[config.mk]
export PLATFORM = sky130hd
export DESIGN_NAME = accum_alu
export DESIGN_NICKNAME = d
export VERILOG_FILES = /design/src/rtl/accum_alu_pkg.sv /design/src/rtl/accum_alu_ctrl.sv /design/src/rtl/accum_alu_dp.sv /design/src/rtl/accum_alu.sv
export SDC_FILE = /design/constraint.sdc
export NUM_CORES = 1
export LEC_CHECK = 0
export CAP_MARGIN = 25
export CORE_ASPECT_RATIO = 1.1
export CORE_MARGIN = 10
export CORE_UTILIZATION = 24
export CTS_CLUSTER_SIZE = 8
export DETAILED_ROUTE_END_ITERATION = 12
export PLACE_DENSITY = 0.46
export SYNTH_ARGS = -nofsm -noshare
export SYNTH_HDL_FRONTEND = slang
export SYNTH_SLANG_ARGS = --single-unit
[constraint.sdc]
create_clock -name clk -period 3.9 [get_ports clk]
set_input_delay 0.78 -clock clk [delete_from_list [all_inputs] [get_ports clk]]
set_output_delay 0.78 -clock clk [all_outputs]
set_load 0.02 [all_outputs]
[src/rtl/accum_alu_pkg.sv]
package accum_alu_pkg;

  localparam int DATA_W   = 8;
  localparam int NIB_W    = 4;
  localparam int OP_W     = 4;
  localparam int FLAG_Z   = 7;
  localparam int FLAG_N   = 6;
  localparam int FLAG_H   = 5;
  localparam int FLAG_C   = 4;

  typedef enum logic [OP_W-1:0] {
    OP_ADD  = 4'd0,
    OP_ADC  = 4'd1,
    OP_SUB  = 4'd2,
    OP_SBC  = 4'd3,
    OP_AND  = 4'd4,
    OP_XOR  = 4'd5,
    OP_OR   = 4'd6,
    OP_CMP  = 4'd7,
    OP_INC  = 4'd8,
    OP_DEC  = 4'd9,
    OP_CPL  = 4'd10,
    OP_SCF  = 4'd11,
    OP_CCF  = 4'd12
  } aluOp_e;

  // Strobes from control to datapath; at most one unit strobe is high.
  typedef struct packed {
    logic addEn;
    logic subEn;
    logic andEn;
    logic xorEn;
    logic orEn;
    logic incEn;
    logic decEn;
    logic cplEn;
    logic scfEn;
    logic ccfEn;
    logic useCarry;
    logic writeEn;
  } aluStrobe_t;

endpackage

[src/rtl/accum_alu_ctrl.sv]
module accum_alu_ctrl
  import accum_alu_pkg::*;
(
  input  logic [OP_W-1:0] opCode,
  output aluStrobe_t      strobe
);

  always_comb begin
    strobe = '0;
    case (opCode)
      OP_ADD:  begin strobe.addEn = 1'b1; strobe.writeEn = 1'b1; end
      OP_ADC:  begin strobe.addEn = 1'b1; strobe.useCarry = 1'b1; strobe.writeEn = 1'b1; end
      OP_SUB:  begin strobe.subEn = 1'b1; strobe.writeEn = 1'b1; end
      OP_SBC:  begin strobe.subEn = 1'b1; strobe.useCarry = 1'b1; strobe.writeEn = 1'b1; end
      OP_AND:  begin strobe.andEn = 1'b1; strobe.writeEn = 1'b1; end
      OP_XOR:  begin strobe.xorEn = 1'b1; strobe.writeEn = 1'b1; end
      OP_OR:   begin strobe.orEn  = 1'b1; strobe.writeEn = 1'b1; end
      OP_CMP:  begin strobe.subEn = 1'b1; end
      OP_INC:  begin strobe.incEn = 1'b1; strobe.writeEn = 1'b1; end
      OP_DEC:  begin strobe.decEn = 1'b1; strobe.writeEn = 1'b1; end
      OP_CPL:  begin strobe.cplEn = 1'b1; strobe.writeEn = 1'b1; end
      OP_SCF:  begin strobe.scfEn = 1'b1; end
      OP_CCF:  begin strobe.ccfEn = 1'b1; end
      default: strobe = '0;
    endcase
  end

  always_comb begin
    assert ($onehot0({strobe.addEn, strobe.subEn, strobe.andEn, strobe.xorEn,
                      strobe.orEn, strobe.incEn, strobe.decEn, strobe.cplEn,
                      strobe.scfEn, strobe.ccfEn}));
    assert (!(strobe.writeEn && (strobe.scfEn || strobe.ccfEn)));
  end

endmodule

[src/rtl/accum_alu_dp.sv]
module accum_alu_dp
  import accum_alu_pkg::*;
(
  input  logic [DATA_W-1:0] accIn,
  input  logic [DATA_W-1:0] opndIn,
  input  logic [3:0]        flagsHiIn,
  input  aluStrobe_t        strobe,
  output logic [DATA_W-1:0] resultOut,
  output logic [DATA_W-1:0] flagsOut
);

  localparam int HI_BASE = FLAG_C;

  logic              carryIn;
  logic [DATA_W:0]   sumWide;
  logic [DATA_W:0]   diffWide;
  logic              halfCarry;
  logic              halfBorrow;
  logic [DATA_W-1:0] incVal;
  logic [DATA_W-1:0] decVal;
  logic              zIn;
  logic              nIn;
  logic              hIn;
  logic              cIn;
  logic              zOut;
  logic              nOut;
  logic              hOut;
  logic              cOut;
  logic              zFromResult;

  assign zIn = flagsHiIn[FLAG_Z-HI_BASE];
  assign nIn = flagsHiIn[FLAG_N-HI_BASE];
  assign hIn = flagsHiIn[FLAG_H-HI_BASE];
  assign cIn = flagsHiIn[FLAG_C-HI_BASE];

  assign carryIn = strobe.useCarry & cIn;

  always_comb begin
    sumWide    = {1'b0, accIn} + {1'b0, opndIn} + {{DATA_W{1'b0}}, carryIn};
    diffWide   = {1'b0, accIn} - {1'b0, opndIn} - {{DATA_W{1'b0}}, carryIn};
    halfCarry  = ({1'b0, accIn[NIB_W-1:0]} + {1'b0, opndIn[NIB_W-1:0]}
                  + {{NIB_W{1'b0}}, carryIn}) > (NIB_W+1)'((1 << NIB_W) - 1);
    halfBorrow = ({1'b0, opndIn[NIB_W-1:0]} + {{NIB_W{1'b0}}, carryIn})
                  > {1'b0, accIn[NIB_W-1:0]};
    incVal     = opndIn + DATA_W'(1);
    decVal     = opndIn - DATA_W'(1);
  end

  always_comb begin
    resultOut   = accIn;
    zFromResult = 1'b0;
    nOut        = nIn;
    hOut        = hIn;
    cOut        = cIn;
    if (strobe.addEn) begin
      resultOut   = sumWide[DATA_W-1:0];
      zFromResult = 1'b1;
      nOut        = 1'b0;
      hOut        = halfCarry;
      cOut        = sumWide[DATA_W];
    end else if (strobe.subEn) begin
      resultOut   = diffWide[DATA_W-1:0];
      zFromResult = 1'b1;
      nOut        = 1'b1;
      hOut        = halfBorrow;
      cOut        = diffWide[DATA_W];
    end else if (strobe.andEn || strobe.xorEn || strobe.orEn) begin
      resultOut   = strobe.andEn ? (accIn & opndIn) :
                    strobe.xorEn ? (accIn ^ opndIn) : (accIn | opndIn);
      zFromResult = 1'b1;
      nOut        = 1'b0;
      hOut        = strobe.andEn;
      cOut        = 1'b0;
    end else if (strobe.incEn || strobe.decEn) begin
      resultOut   = strobe.incEn ? incVal : decVal;
      zFromResult = 1'b1;
      nOut        = strobe.decEn;
      hOut        = strobe.incEn ? (incVal[NIB_W-1:0] == '0)
                                 : (decVal[NIB_W-1:0] == '1);
      cOut        = cIn;
    end else if (strobe.cplEn) begin
      resultOut   = ~accIn;
      nOut        = 1'b1;
      hOut        = 1'b1;
    end else if (strobe.scfEn || strobe.ccfEn) begin
      nOut        = 1'b0;
      hOut        = 1'b0;
      cOut        = strobe.scfEn ? 1'b1 : ~cIn;
    end
    zOut = zFromResult ? (resultOut == '0) : zIn;
  end

  always_comb begin
    flagsOut               = '0;
    flagsOut[FLAG_Z]       = zOut;
    flagsOut[FLAG_N]       = nOut;
    flagsOut[FLAG_H]       = hOut;
    flagsOut[FLAG_C]       = cOut;
  end

  always_comb begin
    assert (!(strobe.incEn || strobe.decEn) || (cOut == cIn));
    assert (!strobe.cplEn || (resultOut ^ accIn) == '1);
  end

endmodule

[src/rtl/accum_alu.sv]
module accum_alu
  import accum_alu_pkg::*;
(
  input  logic              clk,
  input  logic              rstN,
  input  logic [OP_W-1:0]   opCode,
  input  logic [DATA_W-1:0] accIn,
  input  logic [DATA_W-1:0] opndIn,
  input  logic [DATA_W-1:0] flagsIn,
  output logic [DATA_W-1:0] resultOut,
  output logic [DATA_W-1:0] flagsOut,
  output logic              writeOut
);

  aluStrobe_t        strobe;
  logic [DATA_W-1:0] resultNext;
  logic [DATA_W-1:0] flagsNext;
  logic [OP_W-1:0]   opQ;
  logic [DATA_W-1:0] accQ;
  logic [DATA_W-1:0] flagsInQ;

  accum_alu_ctrl uCtrl (
    .opCode (opCode),
    .strobe (strobe)
  );

  accum_alu_dp uDp (
    .accIn     (accIn),
    .opndIn    (opndIn),
    .flagsHiIn (flagsIn[DATA_W-1:FLAG_C]),
    .strobe    (strobe),
    .resultOut (resultNext),
    .flagsOut  (flagsNext)
  );

  always_ff @(posedge clk) begin
    if (!rstN) begin
      resultOut <= '0;
      flagsOut  <= '0;
      writeOut  <= 1'b0;
      opQ       <= '1;
      accQ      <= '0;
      flagsInQ  <= '0;
    end else begin
      resultOut <= resultNext;
      flagsOut  <= flagsNext;
      writeOut  <= strobe.writeEn;
      opQ       <= opCode;
      accQ      <= accIn;
      flagsInQ  <= flagsIn;
    end
  end

  AST_LOW_FLAGS_ZERO: assert property (@(posedge clk) disable iff (!rstN)
    (flagsInQ[3:0] != '0) |-> (flagsOut[3:0] == '0));
  AST_CMP_NO_WRITE: assert property (@(posedge clk) disable iff (!rstN)
    (opQ == OP_CMP) |-> !writeOut);
  AST_CARRY_OP_KEEP: assert property (@(posedge clk) disable iff (!rstN)
    (opQ == OP_SCF || opQ == OP_CCF) |-> (resultOut == accQ && !writeOut
      && flagsOut[FLAG_Z] == flagsInQ[FLAG_Z]));
  AST_ZERO_TRACKS: assert property (@(posedge clk) disable iff (!rstN)
    (opQ <= OP_DEC) |-> (flagsOut[FLAG_Z] == (resultOut == '0)));
  AST_SUB_SETS_N: assert property (@(posedge clk) disable iff (!rstN)
    (opQ == OP_SUB || opQ == OP_SBC || opQ == OP_CMP) |-> flagsOut[FLAG_N]);
  AST_ADD_CLEARS_N: assert property (@(posedge clk) disable iff (!rstN)
    (opQ == OP_ADD || opQ == OP_ADC) |-> !flagsOut[FLAG_N]);
  AST_SPARE_NO_WRITE: assert property (@(posedge clk) disable iff (!rstN)
    (opQ > OP_CCF) |-> (!writeOut && resultOut == accQ));
  AST_RESET_CLEAR: assert property (@(posedge clk)
    $past(!rstN) |-> (resultOut == '0 && flagsOut == '0 && !writeOut));

endmodule

**Word level (Yosys, flattened, before mapping)**

Index checks and enable logic that the tools add are counted.

- Add/sub/neg operators: 9
- $mul: 0
- Divide/modulo/power cells: 0
- Order comparisons: 2
- Equality and inequality tests: 13
- Shift-type cells: 0
- Multiplexer cells: 44
- Bitwise gates (word level): 7
- Reduce and logical (&&, ||, !) cells: 12

Operators by type and width:

| kind | count |
|---|---|
| $mux 8 | 8 |
| $mux 1 | 36 |
| $eq 4x4->1 const B | 6 |
| $eq 4x3->1 const B | 4 |
| $reduce_or 10->1 | 1 |
| $add 8x8->9 | 1 |
| $add 9x1->9 | 1 |
| $sub 8x8->9 | 1 |
| $sub 9x1->9 | 1 |
| $add 8x1->8 const B | 1 |
| $and 8x8->8 | 1 |
| $eq 4x2->1 const B | 2 |
| $logic_not 4->1 | 2 |
| $logic_not 8->1 | 1 |
| $not 8->8 | 1 |
| $or 8x8->8 | 1 |
| $sub 8x1->8 const B | 1 |
| $xor 8x8->8 | 1 |
| $reduce_or 2->1 | 3 |
| $add 4x1->5 | 1 |
| $add 4x4->5 | 1 |
| $add 5x1->5 | 1 |
| $gt 5x4->1 | 1 |
| $gt 5x4->1 const B | 1 |
| 5 further kinds | 9 |

- Flip-flop bits (word level): 17
- Bits in latches: 0
- Memory bits (writable): 0
- Bits in read-only memories: 0
- Logic and storage cells: 92
- Memories: 0

**Depth between registers and ports, before layout**

- Depth in word-level cells: 9
- Depth in mapped cells: 17
- Depth with buffers taken out: 14

**By module**

A second synthesis with hierarchy kept.

- Cells, all modules: 349
- Area total of the unflattened synthesis: 2648.8 µm²

By module, submodules not included:

| module | times used | cells each | area an instance (µm²) | sequential area each (µm²) |
|---|---|---|---|---|
| accum_alu_dp | 1 | 294 | 2072.0 | 0.0 |
| accum_alu | 1 | 35 | 474.2 | 340.3 |
| accum_alu_ctrl | 1 | 20 | 102.6 | 0.0 |

**Least setup slack after synthesis**

No wires, ideal clock.

- Path type: input-to-reg
- Start: input port opCode[0]
- End: register flagsOut[4]
- Library setup time: 0.086 ns
- Data arrival time: 3.902 ns
- Setup slack: -0.087 ns
- Cell stages on the path: 17
- Cell sequence: buf_1 clkbuf_1 buf_2 inv_1 nor2_1 nand3b_1 inv_1 fa_1 inv_1 fa_1 o21ai_0 a211oi_1 a21o_1 a21oi_1 xnor2_1 a211o_1 a211oi_1

- Word-level cells in the longest chain between the ends: 9
- Elaborated cells on any way between the ends: 41
- Those cells by class: 2 x add/sub; 12 x eq/ne; 18 x mux; 1 x bitwise; 8 x reduce/logical

RTL lines:

| element | RTL line | source |
|---|---|---|
| start: declaration | accum_alu.sv:6 | `input logic [OP_W-1:0] opCode,` |
| parallel branches: the longest is 8 deep, another holds $sub 9x1->9 | -- |  |
| $mux 1 * | accum_alu_dp.sv:55 | `if (strobe.addEn) begin` |
| end signal: assignment | accum_alu.sv:46 | `flagsOut <= flagsNext;` |
| end: declaration | accum_alu.sv:11 | `output logic [DATA_W-1:0] flagsOut,` |

Every way passes the cells marked *.
A chain may end at the register's enable or synchronous reset.

**Final worst setup path**

- Start: input port opCode[0]
- End: register flagsOut[7]

- Word-level cells in the longest chain between the ends: 9
- Elaborated cells on any way between the ends: 43
- Those cells by class: 2 x add/sub; 10 x eq/ne; 22 x mux; 1 x bitwise; 8 x reduce/logical

RTL lines:

| element | RTL line | source |
|---|---|---|
| $eq 4x2->1, or another cell as far along | accum_alu_ctrl.sv:10 | `case (opCode)` |
| $reduce_or 2->1 (no line) / $mux 1 (equally long branches) | -- |  |
| $mux 1, or another cell as far along | accum_alu_ctrl.sv:10 |  |
| $and 1x1->1, or another cell as far along | accum_alu_dp.sv:36 | `assign carryIn = strobe.useCarry & cIn;` |
| $sub 9x1->9 / $mux 8 (equally long branches) | accum_alu_dp.sv:40, accum_alu_dp.sv:67 |  |
| $mux 8 | accum_alu_dp.sv:61 | `end else if (strobe.subEn) begin` |
| $mux 8 | accum_alu_dp.sv:55 |  |
| $logic_not 8->1 | accum_alu_dp.sv:90 | `zOut = zFromResult ? (resultOut == '0) : zIn;` |
| $mux 1 * | accum_alu_dp.sv:90 |  |

Mark *: on every way between the ends. The rest lies on a longest branch, timed or not.

==> metrics.txt <==
outcome complete, no violations; DIE AREA 15,300 sq um; M1 GR Usage 15.0%; cell taking the most area after synthesis ha_1; FFs w/ async S/R, synth 0%; post-synth top area share 19.0%; Worst Max-Slew Pin Slew 0.579 ns; Post-synth top cells ha_1, nor2_1, inv_1, nand2_1, a21oi_1; Root Driver clkbuf_16; crit path max-delay cell type clkdlybuf4s50_1; fill count 1,148; H-tree Lvls 1; Initial DRT Pass Iterations 4; Via Count 2,784; Initial DRC Count 182; die height 129 microns; number of global-route vias before repair 2,725; busiest grt layer met2; nets 490; Crit path buffers/inverters 5; Total Routed Length 9.61 mm; n_diodes 0; Tcrit/Tclk final 94.4%; Initial Util 24.6%; YS warnings 0; Avg WL per Cell 17.2 microns; CP delay by family, top buffers and inverters; post-DP HPWL 7.78 mm; clock sink total 13; layout cells sized above 1 15.9%; Final Hold Fails 0; CTS tree yes; Final setup viols 0; vias per cell 4.98; register area 260 sq um; Yosys cell types 66; Seq/Total Area, Yosys 10.1%; sw frac 37.9%; CP cell instances clkdlybuf4s50_1 > inv_2 > nor2_2 > nand3b_1 > buf_4 > inv_2 > fa_2 > inv_1 > fa_2 > xnor2_2 > a311oi_1 > a22oi_1 > o31a_1 > nor4_2 > nand4_1 > o32ai_2; initial antenna violation count 0; max cap viols 0; EDFF count, synth 0; syn_area_per_cell 7.28 sq um; Cell Pwr Density 226 nW/um^2; DIE WIDTH 119 microns; Worst EP required 4.04 ns; CTS max path bufs 2; cell row count 39; clk slew on worst S/H paths 0.04 ns; Post-Synthesis Cells 353; core area 10,400 sq um; crit path max fanout 3; kind of critical path in2reg; I/O Buffers 38; first-pass GRT wire length 15.1 mm; max incr delay on CP 0.50 ns; RD Place Congestion 0.885; sum of negative setup slack 0 ns; most numerous cell in the Yosys netlist ha_1; GR Util met3 1.62%; GRT Total Usage 12.1%; CP Launch Type primary input; synth top area cells ha_1, dfxtp_1, xnor2_1, nor2_1, inv_1; VDD IR-drop max 164 uV; Hold WC Path Type in2reg; number of cells after detailed placement 553; Worst Path Arrival 3.83 ns; Placement Cell Area 3330 sq um; Non-Filler Instances 559; clock share of power 23.4%; switching pwr 0.299 mW; TritonCTS Buffers 3; Top FF cell, synth dfxtp_1; design area 3490 sq um; internal power 0.490 mW; total gr overflow 0; sequential share of power 18.9%; Hold-fix buffers, CTS 0; multi-input logic area 2160 sq um; fmax 272 MHz; post-route DRC violation count 0; combinational power share 57.7%; largest net degree at the start of global routing 41; Leak 1.47 nW; Ports 47; Yosys reg bits 13; Crit. End Element flop; worst rel slew slack 61.2%; final core occ 33.4%; GRT met2 Usage 20.8%; Mapped Area 2570 sq um; post-route ant nets 0; Final min period 3.68 ns; Layout area overhead 35.8%; Slew Limit Fails 0
[layer usage]
layer / up-vias / share of wire, %
li1: 1396 / -
met3: 12 / 5.2
met2: 84 / 47
met1: 1292 / 44
met5: - / 0
met4: 0 / 3.0
[layout make-up]
cell class / count / share of cell area (%)
multi-input cells: 288 / 61.9
well taps: 143 / 5.13
flip-flops and latches: 13 / 7.46
repair buffers: 80 / 19.9
inverters: 31 / 3.33
clock buffers: 4 / 2.26
[power by group through the flow]
stage	registers (mW)	clock network, mW	logic (mW)
final	0.149	0.185	0.455
after global routing	0.151	0.195	0.500
after CTS	0.150	0.187	0.439
after detailed placement	0.152	0	0.436
after global placement	0.152	0	0.435
after floorplan	0.169	0	0.239
[layout by cell type (no fill, tap or decap), types with 3 or more instances in the layout]
| master | Yosys | routed |
|---|---|---|
| and2_1 | 6 | 6 |
| clkdlybuf4s50_1 | 0 | 38 |
| clkbuf_16 | 0 | 3 |
| nor2_1 | 32 | 31 |
| buf_4 | 4 | 42 |
| o32ai_2 | 1 | 3 |
| o22ai_1 | 6 | 5 |
| dfxtp_1 | 13 | 13 |
| nand3_1 | 11 | 11 |
| ha_1 | 39 | 39 |
| a22oi_1 | 5 | 4 |
| a2111oi_0 | 3 | 3 |
| a21oi_1 | 20 | 19 |
| xnor2_1 | 14 | 13 |
| xor2_1 | 7 | 7 |
| nand2b_1 | 8 | 8 |
| o2111ai_1 | 3 | 3 |
| nand2_1 | 22 | 22 |
| nor3_1 | 10 | 10 |
| mux2i_1 | 3 | 3 |
| o211ai_1 | 4 | 4 |
| conb_1 | 1 | 4 |
| nand4_1 | 4 | 4 |
| a31oi_1 | 4 | 4 |
| o21ai_0 | 16 | 13 |
| o21ai_1 | 0 | 3 |
| nor2b_1 | 5 | 5 |
| inv_1 | 30 | 28 |
| a311oi_1 | 3 | 3 |
| a211oi_1 | 7 | 6 |
| a21o_1 | 3 | 3 |
[through the flow]
stage	worst slack (ns)	power (mW)	hold slack, ns
2_1_floorplan	0.00445	0.409	0.902
3_3_place_gp	-0.218	0.587	1.41
3_5_place_dp	-0.252	0.588	1.40
4_1_cts	0.0440	0.776	1.16
5_1_grt	-0.00187	0.845	1.20
6_report	0.219	0.789	1.17
[cell families after synthesis]
family	after synthesis	share of synthesized area [%]
xor gates and xnor gates	21	7.16
DFF	13	10.1
and+or+nand+nor	116	22.8
other	1	0.146
AOI/OAI and AO/OA	99	26.9
buffers and inverters	55	8.71
adders and majority gates	44	22.5
muxes	4	1.61
[flip-flops by register name, indices dropped and copies added, names as in the netlist]
signal and cells:
resultOut 8, flagsOut 4, writeOut 1
[repair_timing]
action	4_1_cts	5_1_grt
gates resized for setup	2	15
setup buffers	0	2
endpoints found under the setup margin	2	5
pin swaps	0	9
[path summary, 6_finish.rpt]
| kind | from | endpoint | slack (ns) | depth (start not counted) |
|---|---|---|---|---|
| worst max-delay path | opCode[0] | flagsOut[7] | 0.22 | 16 |
| worst min-delay path | flagsIn[7] | flagsOut[7] | 1.17 | 3 |
Power figures use the tool's default switching activity.
